## src/rtl/prom_pkg.sv

```systemverilog
package prom_pkg;
  typedef enum logic [1:0] {
    ST_IDLE = 2'd0,
    ST_TURN = 2'd1,
    ST_ACC  = 2'd2
  } prom_st_e;

  function automatic int ceil_div(input int num, input int den);
    return (num + den - 1) / den;
  endfunction

  function automatic int max2(input int a, input int b);
    return (a > b) ? a : b;
  endfunction
endpackage

```

## src/rtl/prom_tick_cnt.sv

```systemverilog
module prom_tick_cnt #(
  parameter int LIMIT   = 9,
  parameter bit SAT_RST = 1'b0
) (
  input  logic clk,
  input  logic rst_n,
  input  logic clr,
  output logic done
);
  localparam int W = $clog2(LIMIT + 2);
  localparam logic [W-1:0] LIM = W'(LIMIT);

  logic [W-1:0] cnt;

  always_ff @(posedge clk) begin
    if (!rst_n)          cnt <= SAT_RST ? LIM : '0;
    else if (clr)        cnt <= '0;
    else if (cnt < LIM)  cnt <= cnt + 1'b1;
  end

  assign done = (cnt >= LIM);
endmodule

```

## src/rtl/prom_lane_pick.sv

```systemverilog
module prom_lane_pick #(
  parameter int DW = 16
) (
  input  logic          byte_mode,
  input  logic [DW-1:0] lanes,
  output logic [DW-1:0] value
);
  localparam int LW = DW / 2;

  always_comb begin
    if (byte_mode) value = {{(DW-LW){1'b0}}, lanes[LW-1:0]};
    else           value = lanes;
  end
endmodule

```

## src/rtl/prom_rd_ctrl.sv

```systemverilog
module prom_rd_ctrl #(
  parameter int WA       = 23,
  parameter int DW       = 16,
  parameter int CLK_PS   = 10000,
  parameter int T_AA_PS  = 100000,
  parameter int T_OE_PS  = 30000,
  parameter int T_RC_PS  = 100000,
  parameter int T_HZ_PS  = 20000
) (
  input  logic          clk,
  input  logic          rst_n,
  input  logic          req_valid,
  output logic          req_ready,
  input  logic [WA:0]   req_addr,
  input  logic          req_byte,
  output logic          rsp_valid,
  output logic [DW-1:0] rsp_data,
  output logic          rom_ce_n,
  output logic          rom_oe_n,
  output logic          rom_byte_n,
  output logic [WA-1:0] rom_addr,
  input  logic [DW-1:0] rom_d_in,
  output logic          rom_d15_out,
  output logic          rom_d15_oe
);
  import prom_pkg::*;

  localparam int BW      = WA + 1;
  localparam int AA_CYC  = ceil_div(T_AA_PS, CLK_PS);
  localparam int OE_CYC  = ceil_div(T_OE_PS, CLK_PS);
  localparam int RC_CYC  = ceil_div(T_RC_PS, CLK_PS);
  localparam int ACC_CYC = max2(1, max2(AA_CYC, max2(OE_CYC, RC_CYC)));
  localparam int HZ_CYC  = max2(1, ceil_div(T_HZ_PS, CLK_PS));

  prom_st_e      st;
  logic [BW-1:0] addr_q;
  logic          mode_q;
  logic          prev_byte;
  logic          acc_done;
  logic          hz_ok;
  logic          accept;
  logic          need_turn;
  logic [DW-1:0] picked;

  // access window: cleared whenever the enables are high
  prom_tick_cnt #(.LIMIT(ACC_CYC - 1), .SAT_RST(1'b0)) u_acc_cnt (
    .clk   (clk),
    .rst_n (rst_n),
    .clr   (st != ST_ACC),
    .done  (acc_done)
  );

  // float timer: counts clocks with output enable high
  prom_tick_cnt #(.LIMIT(HZ_CYC - 1), .SAT_RST(1'b1)) u_hz_cnt (
    .clk   (clk),
    .rst_n (rst_n),
    .clr   (st == ST_ACC),
    .done  (hz_ok)
  );

  prom_lane_pick #(.DW(DW)) u_pick (
    .byte_mode (mode_q),
    .lanes     (rom_d_in),
    .value     (picked)
  );

  assign req_ready = (st == ST_IDLE);
  assign accept    = req_valid && req_ready;
  // the ROM may still drive the top lane only after a word read
  assign need_turn = req_byte && !prev_byte && !hz_ok;

  always_ff @(posedge clk) begin
    if (!rst_n) begin
      st        <= ST_IDLE;
      addr_q    <= '0;
      mode_q    <= 1'b0;
      prev_byte <= 1'b1;
      rsp_valid <= 1'b0;
      rsp_data  <= '0;
    end else begin
      rsp_valid <= 1'b0;
      unique case (st)
        ST_IDLE: begin
          if (accept) begin
            addr_q <= req_addr;
            mode_q <= req_byte;
            st     <= need_turn ? ST_TURN : ST_ACC;
          end
        end
        ST_TURN: begin
          if (hz_ok) st <= ST_ACC;
        end
        ST_ACC: begin
          if (acc_done) begin
            st        <= ST_IDLE;
            rsp_valid <= 1'b1;
            rsp_data  <= picked;
            prev_byte <= mode_q;
          end
        end
        default: st <= ST_IDLE;
      endcase
    end
  end

  assign rom_ce_n    = (st != ST_ACC);
  assign rom_oe_n    = (st != ST_ACC);
  assign rom_byte_n  = !mode_q;
  assign rom_addr    = mode_q ? addr_q[BW-1:1] : addr_q[WA-1:0];
  assign rom_d15_out = mode_q & addr_q[0];
  assign rom_d15_oe  = (st == ST_ACC) && mode_q;
endmodule

```

## config.mk

```make
export PLATFORM = sky130hd
export DESIGN_NAME = prom_rd_ctrl
export DESIGN_NICKNAME = d
export VERILOG_FILES = /design/src/rtl/prom_pkg.sv /design/src/rtl/prom_tick_cnt.sv /design/src/rtl/prom_lane_pick.sv /design/src/rtl/prom_rd_ctrl.sv
export SDC_FILE = /design/constraint.sdc
export NUM_CORES = 1
export LEC_CHECK = 0
export CAP_MARGIN = 20
export CORE_MARGIN = 2
export CORE_UTILIZATION = 40
export DETAILED_ROUTE_END_ITERATION = 16
export PLACE_DENSITY = 0.77
export SLEW_MARGIN = 20
export SYNTH_ARGS = -nofsm -noshare
export SYNTH_HDL_FRONTEND = slang
export SYNTH_SLANG_ARGS = --single-unit
export TNS_END_PERCENT = 5
```

## constraint.sdc

```tcl
create_clock -name clk -period 1.65 [get_ports clk]
set_input_delay 0.33 -clock clk [delete_from_list [all_inputs] [get_ports clk]]
set_output_delay 0.33 -clock clk [all_outputs]
set_load 0.01 [all_outputs]
```

# After elaboration in Yosys (flattened, before gate mapping)
# Index checks and enable logic that the tools add are counted.
# op_classes
addsub	2
magnitude_cmp	4
n_eq_ne	6
n_mux	10
n_bitwise	2
reduce_logical	15
# op_table
operator	count
two-way mux 23 bit	1
two-way mux 16 bit	1
two-way mux 2 bit	4
!= test 2 bit (second input constant)	3
case mux 2 bit (3 select lines)	1
AND reduction 2 bit	3
adder 4 x 1 -> 4 bit (second input constant)	1
>= comparator 4 bit (second input constant)	1
logical AND 1 bit	4
< comparator 4 bit (second input constant)	1
OR reduction 2 bit	2
zero test 1 bit	3
two-way mux 1 bit	3
AND reduction 3 bit	1
adder 2 x 1 -> 2 bit (second input constant)	1
equality test 2 x 1 -> 1 bit (second input constant)	1
equality test 2 bit (second input constant)	1
>= comparator 2 x 1 -> 1 bit (second input constant)	1
zero test 2 bit	1
< comparator 2 x 1 -> 1 bit (second input constant)	1
!= test 2 x 1 -> 1 bit (second input constant)	1
nonzero test 2 bit	1
bitwise AND 1 bit	1
NOT 1 bit	1
# totals
ff_bits	51
out_inout_bits	46
elab_cells	48

# Longest topological paths before layout
# Gate-level depths: netlist of run 1.
# depth
word_depth	6
ltp_mapped	7
mapped_depth_nobuf	5

# Hierarchy
# Synthesis of run 1 repeated with hierarchy kept, for this count alone.
# unflattened
hier_cells	284
area_unflattened_um2	2388.5
# by_module_without_submodules
module	instances	cells_each	area_each_um2	seq_area_each_um2
prom_rd_ctrl	1	233	1954.4	900.9
prom_tick_cnt at u_acc_cnt	1	25	224.0	80.1
prom_lane_pick	1	16	110.1	0.0
prom_tick_cnt at u_hz_cnt	1	10	100.1	40.0

# Least setup slack after synthesis of run 1
# Ideal clock, no wire load.
# synth_path
path_kind	register to register
from	reg u_acc_cnt.cnt[0]
to	reg prev_byte
setup_time_ns	0.123
t_arrival_ns	1.487
setup_slack_ns	0.041
path_stages_with_launch	8
n_path_buf	2
synth_period_minus_slack_ns	1.609
cell_sequence	dfxtp_1 > inv_1 > ha_1 > or3b_1 > and3_4 > buf_6 > buf_12 > mux2i_1
# synth_via
elab_chain_cells	2
# synth_rtl
element	line	text
start: declaration	prom_tick_cnt.sv:13	logic [W-1:0] cnt;
start signal: assignment	prom_tick_cnt.sv:16	if (!rst_n) cnt <= SAT_RST ? LIM : '0;
start signal: assignment	prom_tick_cnt.sv:18	else if (cnt < LIM) cnt <= cnt + 1'b1;
>= comparator 4 bit	prom_tick_cnt.sv:21	assign done = (cnt >= LIM);
AND reduction 2 bit (no source line)	--	
end signal: assignment	prom_rd_ctrl.sv:98	prev_byte <= mode_q;
end: declaration	prom_rd_ctrl.sv:38	logic prev_byte;
# No other way between the ends.
# A chain may end at the register's enable or synchronous reset.

# Worst setup path in the final report of run 1
# layout_path
from	reg mode_q
to	out rom_addr[18]
# layout_via
elab_chain_cells	1
# layout_rtl
element	line	text
start: declaration	prom_rd_ctrl.sv:37	logic mode_q;
start signal: assignment	prom_rd_ctrl.sv:86	mode_q <= req_byte;
two-way mux 23 bit	prom_rd_ctrl.sv:109	assign rom_addr = mode_q ? addr_q[BW-1:1] : addr_q[WA-1:0];
end: declaration	prom_rd_ctrl.sv:21	output logic [WA-1:0] rom_addr,
# No other way between the ends.

==> results of run 1 <==
[worst max-delay path, stage by stage, from the launching register on]
cell	delay (ns)
dfxtp_4	0.45
buf_6	0.16
buf_6	0.10
mux2_4	0.29
buf_6	0.12
[cell usage in the layout (no fill, tap or decap), types with 8 or more instances in the layout]
| cell type | n |
|---|---|
| nand3_1 | 9 |
| nand2_1 | 77 |
| buf_4 | 9 |
| mux2_2 | 8 |
| mux2_4 | 15 |
| mux2i_1 | 18 |
| a21boi_1 | 25 |
| dfxtp_1 | 48 |
| buf_6 | 20 |
| clkdlybuf4s50_1 | 59 |
[power groups by stage]
| stage | sequential (mW) | clock [mW] | combinational [mW] |
|---|---|---|---|
| after floorplan | 1.34 | 0 | 0.291 |
| after global placement | 1.35 | 0 | 0.566 |
| after detailed placement | 1.36 | 0 | 0.578 |
| after CTS | 1.33 | 0.708 | 0.577 |
| after global routing | 1.34 | 0.756 | 0.685 |
| final | 1.34 | 0.679 | 0.628 |
[path summary, 6_finish.rpt]
kind | endpoint
worst max-delay path | rom_addr[18]
worst min-delay path | u_hz_cnt.cnt[0]
worst max register to register | rsp_data[12]
worst min register to register | rsp_data[15]
[per-stage QoR]
stage | TNS (ns) | util
5_1_grt | -2.06 | 0.619
4_1_cts | -3.47 | 0.600
2_1_floorplan | 0 | -
6_report | -0.947 | 0.619
3_5_place_dp | -1.33 | 0.578
3_3_place_gp | -0.897 | 0.578
[sequential cells by signal (all words and copies together), names as in the netlist]
signal         cells
addr_q            24
rsp_data          16
st                 2
u_hz_cnt.cnt       2
rsp_valid          1
mode_q             1
u_acc_cnt.cnt      4
prev_byte          1
[cell type report]
type,instances,area [um^2]
Fill cell,522,2230
Multi-Input combinational cell,189,1310
Timing Repair Buffer,106,1080
Sequential cell,51,1030
Tap cell,75,93.8
Clock buffer,7,76.3
Inverter,7,27.5
Clock inverter,1,5.00
[timing repair]
| action | 4_1_cts | 5_1_grt |
|---|---|---|
| gates cloned | 2 | 1 |
| gates resized for setup | 81 | 60 |
| pin swaps | 1 | 1 |
| endpoints found under the setup margin | 32 | 41 |
| setup buffers | 1 | 2 |
[routing by layer]
metal	up-vias	global-route usage	part of all wire
met5	-	0	0
li1	1071	-	-
met4	0	0.0458	0.013
met2	53	0.337	0.53
met1	982	0.196	0.41
met3	9	0.0367	0.041
[logic make-up after synthesis]
| kind of cell | count (synthesis) | share of synthesized area |
|---|---|---|
| compound gates | 35 | 0.104 |
| mux | 41 | 0.185 |
| simple gates | 107 | 0.201 |
| fa+ha+maj | 5 | 0.0263 |
| buf+inv | 25 | 0.0521 |
| xor+xnor | 1 | 0.00368 |
| flops | 51 | 0.429 |
==> flow_metrics.env, run 1 <==
export IMPL_grt_start_max_net_pins=26
export IMPL_p_sw_frac=0.258
export IMPL_grt_pass1_vias=2016
export IMPL_peakVddDrop_v=0.000456
export IMPL_coreArea_um2=5850
export IMPL_mappedNetlistArea_um2=2380
export IMPL_pre_cts_slack_ns=-0.0796
export IMPL_die_area_um2=6580
export IMPL_dr_pass1_iters=4
export IMPL_globalRoute_totalOverflow=0
export IMPL_max_freq_mhz=574
export IMPL_synth_edf_count=0
export IMPL_hp_class="in -> reg"
export IMPL_r2r_cells=5
export IMPL_io_pins=90
export IMPL_cts_tree="done"
export IMPL_dieWidth_um=81.1
export IMPL_die_h_um=81.1
export IMPL_nets=409
export IMPL_path_max_fanout=6
export IMPL_clockBufferDepth=2
export IMPL_finalCriticalPeriod_ns=1.74
export IMPL_power_total_mw=2.64
export IMPL_synth_most_common_cell="nand2_1"
export IMPL_numCtsBuffers=5
export IMPL_synth_seq_cells=51
export IMPL_fin_area_um2=3620
export IMPL_p_seq_frac=0.506
export IMPL_hold_ws_ns=0.384
export IMPL_violations="negative setup slack"
export IMPL_holdPathStages=2
export IMPL_via_per_inst=4.85
export IMPL_rr_startpoint="u_acc_cnt.cnt[1]"
export IMPL_via_count=2115
export IMPL_post_dp_cell_area_um2=3380
export IMPL_yosysWarningCount=0
export IMPL_start_kind="register"
export IMPL_ys_async_sr_fraction=0
export IMPL_synthTopCellsByCount="nand2_1, dfxtp_1, a21boi_1"
export IMPL_hold_buffers=0
export IMPL_syn_inst=265
export IMPL_finalSetupViolations=18
export IMPL_synth_area_per_cell_um2=8.98
export IMPL_antenna_found_initial=0
export IMPL_synthesis_nets=314
export IMPL_switching_power_mw=0.681
export IMPL_clock_power_share=0.257
export IMPL_wire_per_inst_um=13.4
export IMPL_pwr_density_cell_nw_per_um2=729
export IMPL_clkSlewWorstSetupHoldPaths_ns=0.09
export IMPL_h_tree_depth=2
export IMPL_grtUsageTotal=0.176
export IMPL_max_cap_viol_count=0
export IMPL_ys_top_cells_by_area="dfxtp_1, nand2_1, mux2_2"
export IMPL_critPathRequiredTime_ns=1.32
export IMPL_rsz0062_at_grt="yes"
export IMPL_combPwrFrac=0.238
export IMPL_area_delta_synth_final_pct=52.3
export IMPL_drc_errors=0
export IMPL_diodes=0
export IMPL_initial_core_util=0.407
export IMPL_worstSetupEndpointType="output pin"
export IMPL_synth_cell_types=30
export IMPL_portBuffers=89
export IMPL_drv_slew=0
export IMPL_netlist_area_leader_share=0.429
export IMPL_skew_ns=0.00693
export IMPL_timing_final_crit_share=1.06
export IMPL_hold_viol_final=0
export IMPL_cts_root_buf="clkbuf_8"
export IMPL_worstHoldStart="rst_n"
export IMPL_gp_congestion=0.766
export IMPL_layout_drive_gt1_share=0.219
export IMPL_clk_latency_ns=0.29
export IMPL_placed_cells=423
export IMPL_slew_headroom=0.785
export IMPL_yosys_area_top_type="dfxtp_1"
export IMPL_status="finished with violations"
export IMPL_fin_cells=436
export IMPL_crit_type="reg -> out"
export IMPL_synth_seq_area_share=0.429
export IMPL_synth_main_ff_cell="dfxtp_1"
export IMPL_fin_ws_ns=-0.0913
export IMPL_rrSetupSlack_ns=0.05
export IMPL_crit_start="mode_q"
export IMPL_first_iter_violations=61
export IMPL_drt_wl_total_um=5850
export IMPL_dp_final_hpwl_um=4000
export IMPL_cp_data_arrival_time_ns=1.41
export IMPL_clock_sinks=51
export IMPL_rows=28
export IMPL_ant_nets=0
export IMPL_power_leakage_nw=1.43
export IMPL_tightest_slew_ns=0.322
export IMPL_grt_pass1_wl_um=9000
export IMPL_p_int_mw=1.96
(Power assumes the default switching activity.)
==> run 2, diff against run 1 <==
--- a/config.mk
+++ b/config.mk
@@ -13,5 +13,6 @@
 export SLEW_MARGIN = 20
 export SYNTH_ARGS = -nofsm -noshare
 export SYNTH_HDL_FRONTEND = slang
+export SYNTH_HIERARCHICAL = 1
 export SYNTH_SLANG_ARGS = --single-unit
 export TNS_END_PERCENT = 5
==> run 2 against run 1 <==
Against the previous run: the flow still finishes with violations (negative setup slack); global-route usage shrank 1.6 points; die area increased by 0.36%; critical path depth decreased by 1; non-clock buffer count did not move; combinational power shrank 9.1%; worst hold slack better by 0.065 ns; maximum frequency grew 3.4%; sequential share of layout area rose by 0.14 points; power shrank 0.86%; clock power rose by 6.6%; highest routed layer unchanged.
==> flow_metrics.env, run 2 <==
export IMPL_synth_seq_area_share=0.427
export IMPL_grt_pass1_vias=1842
export IMPL_finalSetupViolations=15
export IMPL_max_cap_viol_count=0
export IMPL_hold_viol_final=0
export IMPL_synth_main_ff_cell="dfxtp_1"
export IMPL_globalRoute_totalOverflow=0
export IMPL_post_route_util=0.616
export IMPL_coreArea_um2=5850
export IMPL_layout_drive_gt1_share=0.221
export IMPL_numCtsBuffers=5
export IMPL_pre_cts_slack_ns=-0.0474
export IMPL_h_tree_depth=2
export IMPL_largest_registers="addr_q (24), rsp_data (16), u_acc_cnt/cnt (4)"
export IMPL_synthAdderAreaFrac=0.0210
export IMPL_synth_area_per_cell_um2=8.41
export IMPL_netlist_area_leader_share=0.427
export IMPL_dr_pass1_iters=6
export IMPL_via_count=2149
export IMPL_regMostFlops="addr_q"
export IMPL_skew_ns=0.00559
export IMPL_hp_class="in -> reg"
export IMPL_crit_type="reg -> out"
export IMPL_synthesis_nets=332
export IMPL_area_delta_synth_final_pct=51.0
export IMPL_rsz0062_at_grt="yes"
export IMPL_portBuffers=89
export IMPL_fin_ws_ns=-0.0335
export IMPL_dp_final_hpwl_um=3640
export IMPL_synth_compound_area_frac=0.112
export IMPL_power_leakage_nw=1.40
export IMPL_synth_cell_types=27
export IMPL_fin_tns_setup_ns=-0.317
export IMPL_mostFrequentLayoutCell="clkdlybuf4s50_1"
export IMPL_nets=414
export IMPL_violations="negative setup slack"
export IMPL_pwr_density_cell_nw_per_um2=726
export IMPL_cp_data_arrival_time_ns=1.35
export IMPL_yosysWarningCount=6
export IMPL_path_max_fanout=5
export IMPL_antenna_found_initial=0
export IMPL_power_total_mw=2.62
export IMPL_die_h_um=81.3
export IMPL_critPathRequiredTime_ns=1.32
export IMPL_peakVddDrop_v=0.000362
export IMPL_timing_final_crit_share=1.02
export IMPL_ys_top_cells_by_area="dfxtp_1, mux2_2, nand3_1"
export IMPL_worstSetupEndpointType="output pin"
export IMPL_ys_async_sr_fraction=0
export IMPL_finalCriticalPeriod_ns=1.68
export IMPL_final_cell_mix="clkdlybuf4s50_1, dfxtp_1, nand3_1"
export IMPL_diodes=0
export IMPL_cts_tree="done"
export IMPL_grt_start_max_net_pins=58
export IMPL_drt_wl_total_um=5730
export IMPL_max_freq_mhz=594
export IMPL_die_area_um2=6610
export IMPL_syn_inst=284
export IMPL_clock_sinks=51
export IMPL_rrSetupSlack_ns=0.11
export IMPL_clk_latency_ns=0.30
export IMPL_synth_top_family_by_area="simple AND/OR/NAND/NOR gates"
export IMPL_via_per_inst=4.87
export IMPL_start_kind="register"
export IMPL_drc_errors=0
export IMPL_mappedNetlistArea_um2=2390
export IMPL_clkSlewWorstSetupHoldPaths_ns=0.09
export IMPL_synth_edf_count=0
export IMPL_fillCellCount=486
export IMPL_fin_area_um2=3610
export IMPL_clockBufferDepth=2
export IMPL_cts_root_buf="clkbuf_8"
export IMPL_grt_pass1_wl_um=8120
export IMPL_initial_core_util=0.408
export IMPL_gp_congestion=0.739
export IMPL_synthTopCellsByCount="dfxtp_1, nand3_1, nand2_1"
export IMPL_p_int_mw=1.95
export IMPL_p_sw_frac=0.254
export IMPL_io_pins=90
export IMPL_switching_power_mw=0.665
export IMPL_p_seq_frac=0.506
export IMPL_synth_most_common_cell="dfxtp_1"
export IMPL_slew_headroom=0.800
export IMPL_drv_slew=0
export IMPL_rows=28
export IMPL_wire_per_inst_um=13.0
export IMPL_ant_nets=0
export IMPL_status="finished with violations"
export IMPL_synthSimpleGateAreaFrac=0.232
export IMPL_synth_seq_cells=51
export IMPL_cts_setup_buffers=0
export IMPL_first_iter_violations=70
export IMPL_dieWidth_um=81.3
export IMPL_combPwrFrac=0.218
export IMPL_grtUsageTotal=0.160
export IMPL_clock_power_share=0.276
export IMPL_yosys_area_top_type="dfxtp_1"
export IMPL_largest_reg_flops=24
export IMPL_synth_xor_area_share=0.00367
export IMPL_tightest_slew_ns=0.300
export IMPL_synth_mux_area_frac=0.117
export IMPL_post_dp_cell_area_um2=3340
==> run 2: cell type report <==
type                    instances  area, um^2  share of cell area
flip-flops and latches         51        1030               0.285
clock inverters                 1        5.00             0.00139
repair buffers                106        1160               0.321
multi-input cells             194        1210               0.335
clock buffers                   6        82.6              0.0229
inverters                       8        30.0             0.00833
well taps                      75        93.8              0.0260
==> run 2: kinds of logic (layout without fill, tap and decap cells) <==
kind of cell / after synthesis / after routing
AO/OA/AOI/OAI: 51 / 51
XOR/XNOR: 1 / 1
adder cells (fa/ha/maj): 4 / 4
buffers and inverters: 39 / 121
flip-flops: 51 / 51
multiplexers: 25 / 25
AND/OR/NAND/NOR: 113 / 113
==> run 2: per-stage QoR <==
step / instances / hold slack, ns
2_1_floorplan: 284 / 0.410
3_3_place_gp: 429 / 0.437
3_5_place_dp: 429 / 0.441
4_1_cts: 436 / 0.437
5_1_grt: 441 / 0.456
6_report: 441 / 0.448
==> run 2: worst max-delay path, cell delays in order, from the launching register on <==
cell,delay (ns)
dfxtp_4,0.42
clkbuf_16,0.17
mux2_2,0.34
buf_6,0.12
==> run 2: final timing paths <==
kind,depth (start not counted),start,end
worst max-delay path,3,mode_q,rom_addr[10]
worst min-delay path,3,rst_n,prev_byte
worst max register to register,9,u_acc_cnt/cnt[0],rsp_data[12]
worst min register to register,2,rsp_data[15],rsp_data[15]
==> run 2: what timing repair did <==
action | 4_1_cts | 5_1_grt
resized for setup | 99 | 41
endpoints found under the setup margin | 29 | 37
hold buffers | 0 | 0
pin swaps | 0 | 2
gates cloned | 0 | 5
==> run 2: routing by layer <==
| metal | up-vias | share of wire | track usage |
|---|---|---|---|
| li1 | 1120 | - | - |
| met2 | 56 | 0.47 | 0.266 |
| met1 | 969 | 0.47 | 0.197 |
| met4 | 0 | 0.011 | 0.0559 |
| met5 | - | 0 | 0 |
| met3 | 4 | 0.054 | 0.0456 |
==> run 2: power groups by stage <==
| stage | clock [mW] | sequential, mW | combinational [mW] |
|---|---|---|---|
| after floorplan | 0 | 1.34 | 0.276 |
| after global placement | 0 | 1.35 | 0.519 |
| after detailed placement | 0 | 1.35 | 0.529 |
| after CTS | 0.753 | 1.32 | 0.484 |
| after global routing | 0.804 | 1.33 | 0.624 |
| final | 0.724 | 1.32 | 0.571 |
